## src/rtl/scp_pkg.sv

```systemverilog
package scp_pkg;
  typedef struct packed {
    logic frame_n;
    logic sck;
    logic sdi;
  } scp_pins_t;

  localparam scp_pins_t PINS_IDLE = '{frame_n: 1'b1, sck: 1'b1, sdi: 1'b1};
endpackage

```

## src/rtl/scp_sync.sv

```systemverilog
module scp_sync #(
  parameter int unsigned WIDTH = 3,
  parameter int unsigned STAGES = 2,
  parameter logic [WIDTH-1:0] RST_VAL = '1
) (
  input  logic             clk_i,
  input  logic             rst_ni,
  input  logic [WIDTH-1:0] d_i,
  output logic [WIDTH-1:0] q_o
);
  logic [WIDTH-1:0] ff_q [STAGES];

  always_ff @(posedge clk_i or negedge rst_ni) begin
    if (!rst_ni) begin
      for (int i = 0; i < STAGES; i++) ff_q[i] <= RST_VAL;
    end else begin
      ff_q[0] <= d_i;
      for (int i = 1; i < STAGES; i++) ff_q[i] <= ff_q[i-1];
    end
  end

  assign q_o = ff_q[STAGES-1];
endmodule

```

## src/rtl/scp_rx.sv

```systemverilog
module scp_rx #(
  parameter int unsigned W = 8
) (
  input  logic         clk_i,
  input  logic         rst_ni,
  input  logic         active_i,
  input  logic         rise_i,
  input  logic         sdi_i,
  output logic         vld_o,
  output logic         is_cmd_o,
  output logic [W-1:0] data_o
);
  localparam int unsigned CNT_W = $clog2(W);

  logic [W-1:0]     sh_q;
  logic [CNT_W-1:0] cnt_q;
  logic             first_q;
  logic [W-1:0]     sh_next;

  assign sh_next = {sdi_i, sh_q[W-1:1]};

  always_ff @(posedge clk_i or negedge rst_ni) begin
    if (!rst_ni) begin
      sh_q     <= '0;
      cnt_q    <= '0;
      first_q  <= 1'b1;
      vld_o    <= 1'b0;
      is_cmd_o <= 1'b0;
      data_o   <= '0;
    end else begin
      vld_o <= 1'b0;
      if (!active_i) begin
        // idle frame: drop partial byte, rearm command tag
        cnt_q   <= '0;
        first_q <= 1'b1;
      end else if (rise_i) begin
        sh_q <= sh_next;
        if (cnt_q == CNT_W'(W-1)) begin
          cnt_q    <= '0;
          vld_o    <= 1'b1;
          data_o   <= sh_next;
          is_cmd_o <= first_q;
          first_q  <= 1'b0;
        end else begin
          cnt_q <= cnt_q + 1'b1;
        end
      end
    end
  end

  assert_no_rx_idle_R3: assert property (@(posedge clk_i) disable iff (!rst_ni)
    !$past(active_i) |-> !vld_o);
  assert_vld_single_R4: assert property (@(posedge clk_i) disable iff (!rst_ni)
    vld_o |=> !vld_o);
  assert_cmd_needs_frame_R2: assert property (@(posedge clk_i) disable iff (!rst_ni)
    (vld_o && !is_cmd_o) |-> $past(active_i));
endmodule

```

## src/rtl/scp_tx.sv

```systemverilog
module scp_tx #(
  parameter int unsigned W = 8
) (
  input  logic         clk_i,
  input  logic         rst_ni,
  input  logic         active_i,
  input  logic         fall_i,
  input  logic         load_i,
  input  logic [W-1:0] byte_i,
  output logic         drv_low_o
);
  logic [W-1:0] sh_q;

  always_ff @(posedge clk_i or negedge rst_ni) begin
    if (!rst_ni) begin
      sh_q      <= '1;
      drv_low_o <= 1'b0;
    end else if (load_i) begin
      sh_q      <= byte_i;
      drv_low_o <= 1'b0;
    end else if (!active_i) begin
      drv_low_o <= 1'b0;
    end else if (fall_i) begin
      // ones refill so the line releases once the byte is out
      drv_low_o <= ~sh_q[0];
      sh_q      <= {1'b1, sh_q[W-1:1]};
    end
  end

  assert_release_idle_R7: assert property (@(posedge clk_i) disable iff (!rst_ni)
    !$past(active_i) |-> !drv_low_o);
  assert_release_load_R7: assert property (@(posedge clk_i) disable iff (!rst_ni)
    $past(load_i) |-> !drv_low_o);
  assert_hold_between_R6: assert property (@(posedge clk_i) disable iff (!rst_ni)
    ($past(active_i) && !$past(fall_i) && !$past(load_i)) |-> $stable(drv_low_o));
endmodule

```

## src/rtl/serial_cmd_port.sv

```systemverilog
module serial_cmd_port #(
  parameter int unsigned DATA_W = 8,
  parameter int unsigned SYNC_STAGES = 2
) (
  input  logic              clk_i,
  input  logic              rst_ni,
  input  logic              frame_ni,
  input  logic              sck_i,
  input  logic              sdi_i,
  input  logic              rd_load_i,
  input  logic [DATA_W-1:0] rd_byte_i,
  output logic              irq_o,
  output logic              rx_vld_o,
  output logic              rx_cmd_o,
  output logic [DATA_W-1:0] rx_byte_o,
  output logic              sdo_low_o
);
  import scp_pkg::*;

  localparam int unsigned PIN_W = $bits(scp_pins_t);

  scp_pins_t pins_raw, pins_s;
  logic [PIN_W-1:0] sync_q;
  logic frame_d_q, sck_d_q;
  logic sck_rise, sck_fall, frame_fall, active;

  assign pins_raw = '{frame_n: frame_ni, sck: sck_i, sdi: sdi_i};

  scp_sync #(
    .WIDTH  (PIN_W),
    .STAGES (SYNC_STAGES),
    .RST_VAL(PINS_IDLE)
  ) i_sync (
    .clk_i (clk_i),
    .rst_ni(rst_ni),
    .d_i   (pins_raw),
    .q_o   (sync_q)
  );

  assign pins_s = scp_pins_t'(sync_q);

  always_ff @(posedge clk_i or negedge rst_ni) begin
    if (!rst_ni) begin
      frame_d_q <= PINS_IDLE.frame_n;
      sck_d_q   <= PINS_IDLE.sck;
      irq_o     <= 1'b0;
    end else begin
      frame_d_q <= pins_s.frame_n;
      sck_d_q   <= pins_s.sck;
      irq_o     <= frame_fall;
    end
  end

  assign active     = ~pins_s.frame_n;
  assign frame_fall = frame_d_q & ~pins_s.frame_n;
  assign sck_rise   = ~sck_d_q & pins_s.sck;
  assign sck_fall   = sck_d_q & ~pins_s.sck;

  scp_rx #(.W(DATA_W)) i_rx (
    .clk_i   (clk_i),
    .rst_ni  (rst_ni),
    .active_i(active),
    .rise_i  (sck_rise),
    .sdi_i   (pins_s.sdi),
    .vld_o   (rx_vld_o),
    .is_cmd_o(rx_cmd_o),
    .data_o  (rx_byte_o)
  );

  scp_tx #(.W(DATA_W)) i_tx (
    .clk_i    (clk_i),
    .rst_ni   (rst_ni),
    .active_i (active),
    .fall_i   (sck_fall),
    .load_i   (rd_load_i),
    .byte_i   (rd_byte_i),
    .drv_low_o(sdo_low_o)
  );

  assert_irq_pulse_R1: assert property (@(posedge clk_i) disable iff (!rst_ni)
    irq_o |=> !irq_o);
  assert_irq_on_open_R1: assert property (@(posedge clk_i) disable iff (!rst_ni)
    irq_o |-> active);
endmodule

```

## config.mk

```make
export PLATFORM = sky130hd
export DESIGN_NAME = serial_cmd_port
export DESIGN_NICKNAME = d
export VERILOG_FILES = /design/src/rtl/scp_pkg.sv /design/src/rtl/scp_sync.sv /design/src/rtl/scp_rx.sv /design/src/rtl/scp_tx.sv /design/src/rtl/serial_cmd_port.sv
export SDC_FILE = /design/constraint.sdc
export NUM_CORES = 1
export LEC_CHECK = 0
export BUFFER_PORTS_ARGS = -buffer_cell sky130_fd_sc_hd__buf_2
export CAP_MARGIN = 5
export CELL_PAD_IN_SITES_DETAIL_PLACEMENT = 0
export CELL_PAD_IN_SITES_GLOBAL_PLACEMENT = 1
export CORE_UTILIZATION = 44
export CTS_CLUSTER_DIAMETER = 120
export DETAILED_ROUTE_END_ITERATION = 10
export GPL_ROUTABILITY_DRIVEN = 0
export PLACE_DENSITY_LB_ADDON = 0.1
export SYNTH_ARGS = -nofsm -noshare
export SYNTH_HDL_FRONTEND = slang
export SYNTH_SLANG_ARGS = --single-unit
```

## constraint.sdc

```tcl
create_clock -name clk_i -period 1.7 [get_ports clk_i]
set_input_delay 0.425 -clock clk_i [delete_from_list [all_inputs] [get_ports clk_i]]
set_output_delay 0.425 -clock clk_i [all_outputs]
set_load 0.01 [all_outputs]
```

==> impl_metrics.tcl <==
set metrics [dict create \
    core_sq_um 3340 \
    clk_pin_slew_worst_paths_ns 0.13 \
    layout_commonest_cell "buf_2" \
    p_per_area_nw_per_um2 976 \
    crit_start "i_rx.cnt_q[0]" \
    vias_per_cell 4.72 \
    worstSetupStartpointType "register" \
    final_util 0.538 \
    rsz0062_at_grt "false" \
    regToRegStartpoint "i_rx.cnt_q[0]" \
    ctsHtreeMaxLevel 2 \
    cts_root_buf "clkbuf_4" \
    avgSynthCellArea_sq_um 13.7 \
    synth_fa_ha_area_frac 0.0243 \
    cp-end-kind "register" \
    final_cell_mix "buf_2, dfrtp_1, dfstp_2" \
    wirelength_microns 2370 \
    ios 26 \
    place.port_buffers 25 \
    finalCritPeriodShare 0.924 \
    holdPathStages 1 \
    vias 907 \
    timing.final.ws_setup_ns 0.129 \
    hold_viol 0 \
    path_max_fanout 9 \
    cts_max_path_buffers 2 \
    netlist_area_sq_um 1540 \
    hpwl_microns 1670 \
    die_w_microns 61.2 \
    cp_cell_sequence "ha_1 -> ha_1 -> nor3b_2 -> buf_4 -> mux2_2" \
    skew_ns 0.0147 \
    grt_pass1_vias 870 \
    ant_nets 0 \
    synthMuxAreaShare 0.136 \
    antenna_cells 0 \
    drtPass1Iterations 4 \
    drc 0 \
    yosys-top-cells-area "dfrtp_1, dfstp_2, mux2_2" \
    setup.worst_path.end "i_rx.data_o[3]" \
    fin_nets 162 \
    yosys_register_bits 39 \
    grt_pass1_wl_microns 3960 \
    numCtsBuffers 5 \
    setup_viol 0 \
    cap_violations 0 \
    cts_tree "done" \
    critical_path_class "reg -> reg" \
    ir_worst_vdd_uv 584 \
    grt_max_degree 22 \
    slew_headroom 0.712 \
    required_ns 1.94 \
    syn-num-nets 130 \
    fmax_ghz 0.637 \
    reg2reg_depth 5 \
    synth_compound_area_frac 0.0551 \
    synth_largest_type_area_fraction 0.357 \
    critPathArrivalTime_ns 1.81 \
    r2r_setup_slack_ns 0.13 \
    worst_slew_pin_slew_ns 0.432 \
    wl_per_cell_microns 12.4 \
    hold_slack_ns 0.169 \
    yosys_warnings 0 \
    antenna_found_initial 0 \
    drv_slew 0 \
    drt_iter0_markers 39 \
    synth_cell_type_count 19 \
    place_ws_ns 0.143 \
    drive_gt1_frac 0.500 \
    tns_ns 0 \
    initial_utilization 0.463 \
    area_growth_pct 16.3 \
    overflow 0 \
    num_rows 21 \
    synth_seq_area_share 0.646 \
    synth_xor_area_frac 0 \
    grt_usage 0.152 \
    slowest_stage "dfrtp_1" \
    slowest_delay_ns 0.39 \
    worstSkewPairLatency_ns 0.35 \
    path_buf_inv 1 \
    synthCells 113 \
    crit_family "flip-flops" \
    finalPower_mw 1.75 \
    die-area_sq_um 3750 \
    rr_endpoint "i_rx.data_o[3]" \
    synth.largest_area_cell "dfrtp_1" \
    hold_path_class "in -> reg" \
    status "finished, final reports clean" \
    die_h_microns 61.2 \
    leakage_nw 0.880 \
    cts.sinks 39 \
    min_period_ns 1.57 \
    postCtsSetupBuffers 0 \
    cp_common_cell "ha_1" \
    cp.depth 5 \
    synthSimpleGateAreaFrac 0.112 \
    synth_top_family_by_area "multiplexers" \
]
-- synthesized netlist by cell type, drive strengths merged --
library cell,count
nor3,1
nor3b,3
nor2,7
nand2,8
clkbuf,2
o21ai,1
nor2b,8
buf,3
dfrtp,22
mux2i,3
ha,3
nand2b,2
mux2,16
dfstp,17
a21oi,16
or3b,1
-- through the flow --
step | instance area [sq um] | std cells
3_5_place_dp | 1730 | 183
6_report | 1800 | 192
2_1_floorplan | 1540 | 113
5_1_grt | 1800 | 192
4_1_cts | 1800 | 192
3_3_place_gp | 1730 | 183
-- cells by family (layout without fill, tap and decap cells) --
group	Yosys count	after routing
compound gates	17	17
fa+ha+maj	3	3
buf+inv	5	38
flops	39	39
mux	19	19
simple gates	30	30
-- report_power, final --
part / switching [mW] / total, mW / internal [mW]
Combinational: 0.0734 / 0.172 / 0.0987
Clock: 0.309 / 0.467 / 0.158
Sequential: 0.0640 / 1.11 / 1.05
Total: 0.446 / 1.75 / 1.31
-- sequential cells by signal (all words and copies together) (netlist names) --
signal	count
i_rx.cnt_q	3
frame_d_q	1
i_tx.drv_low_o	1
sck_d_q	1
i_sync.q_o	3
i_rx.data_o	8
i_sync.ff_q	3
i_rx.first_q	1
i_rx.vld_o	1
irq_o	1
i_rx.sh_q	7
i_tx.sh_q	8
i_rx.is_cmd_o	1
-- layout make-up --
class	instances	area [sq um]
Fill cell	317	1540
Timing Repair Buffer	30	178
Tap cell	46	57.6
Clock inverter	3	20.0
Sequential cell	39	997
Multi-Input combinational cell	69	505
Clock buffer	5	37.5
-- per-layer routing --
metal | vias to the layer above | part of all wire | global-route usage
met5 | - | 0 | 0
met4 | 0 | 0.013 | 0.0682
met3 | 4 | 0.044 | 0.0630
met2 | 23 | 0.45 | 0.217
met1 | 433 | 0.49 | 0.202
li1 | 447 | - | -
-- timing repair --
item | in CTS | in global routing
gates resized for setup | 0 | 0
hold buffers | 1 | 0
hold endpoints to repair | 12 | 0
setup endpoints to repair | 0 | 0
-- worst min path at each step --
stage	startpoint	endpoint
6_report	sdi_i	i_sync.ff_q[3]
5_1_grt	sdi_i	i_sync.ff_q[3]
4_1_cts	frame_ni	i_sync.ff_q[5]
3_5_place_dp	i_sync.ff_q[5]	i_sync.q_o[2]
3_3_place_gp	i_sync.ff_q[3]	i_sync.q_o[0]
2_1_floorplan	rst_ni	i_rx.cnt_q[0]
Power figures use the tool's default switching activity.
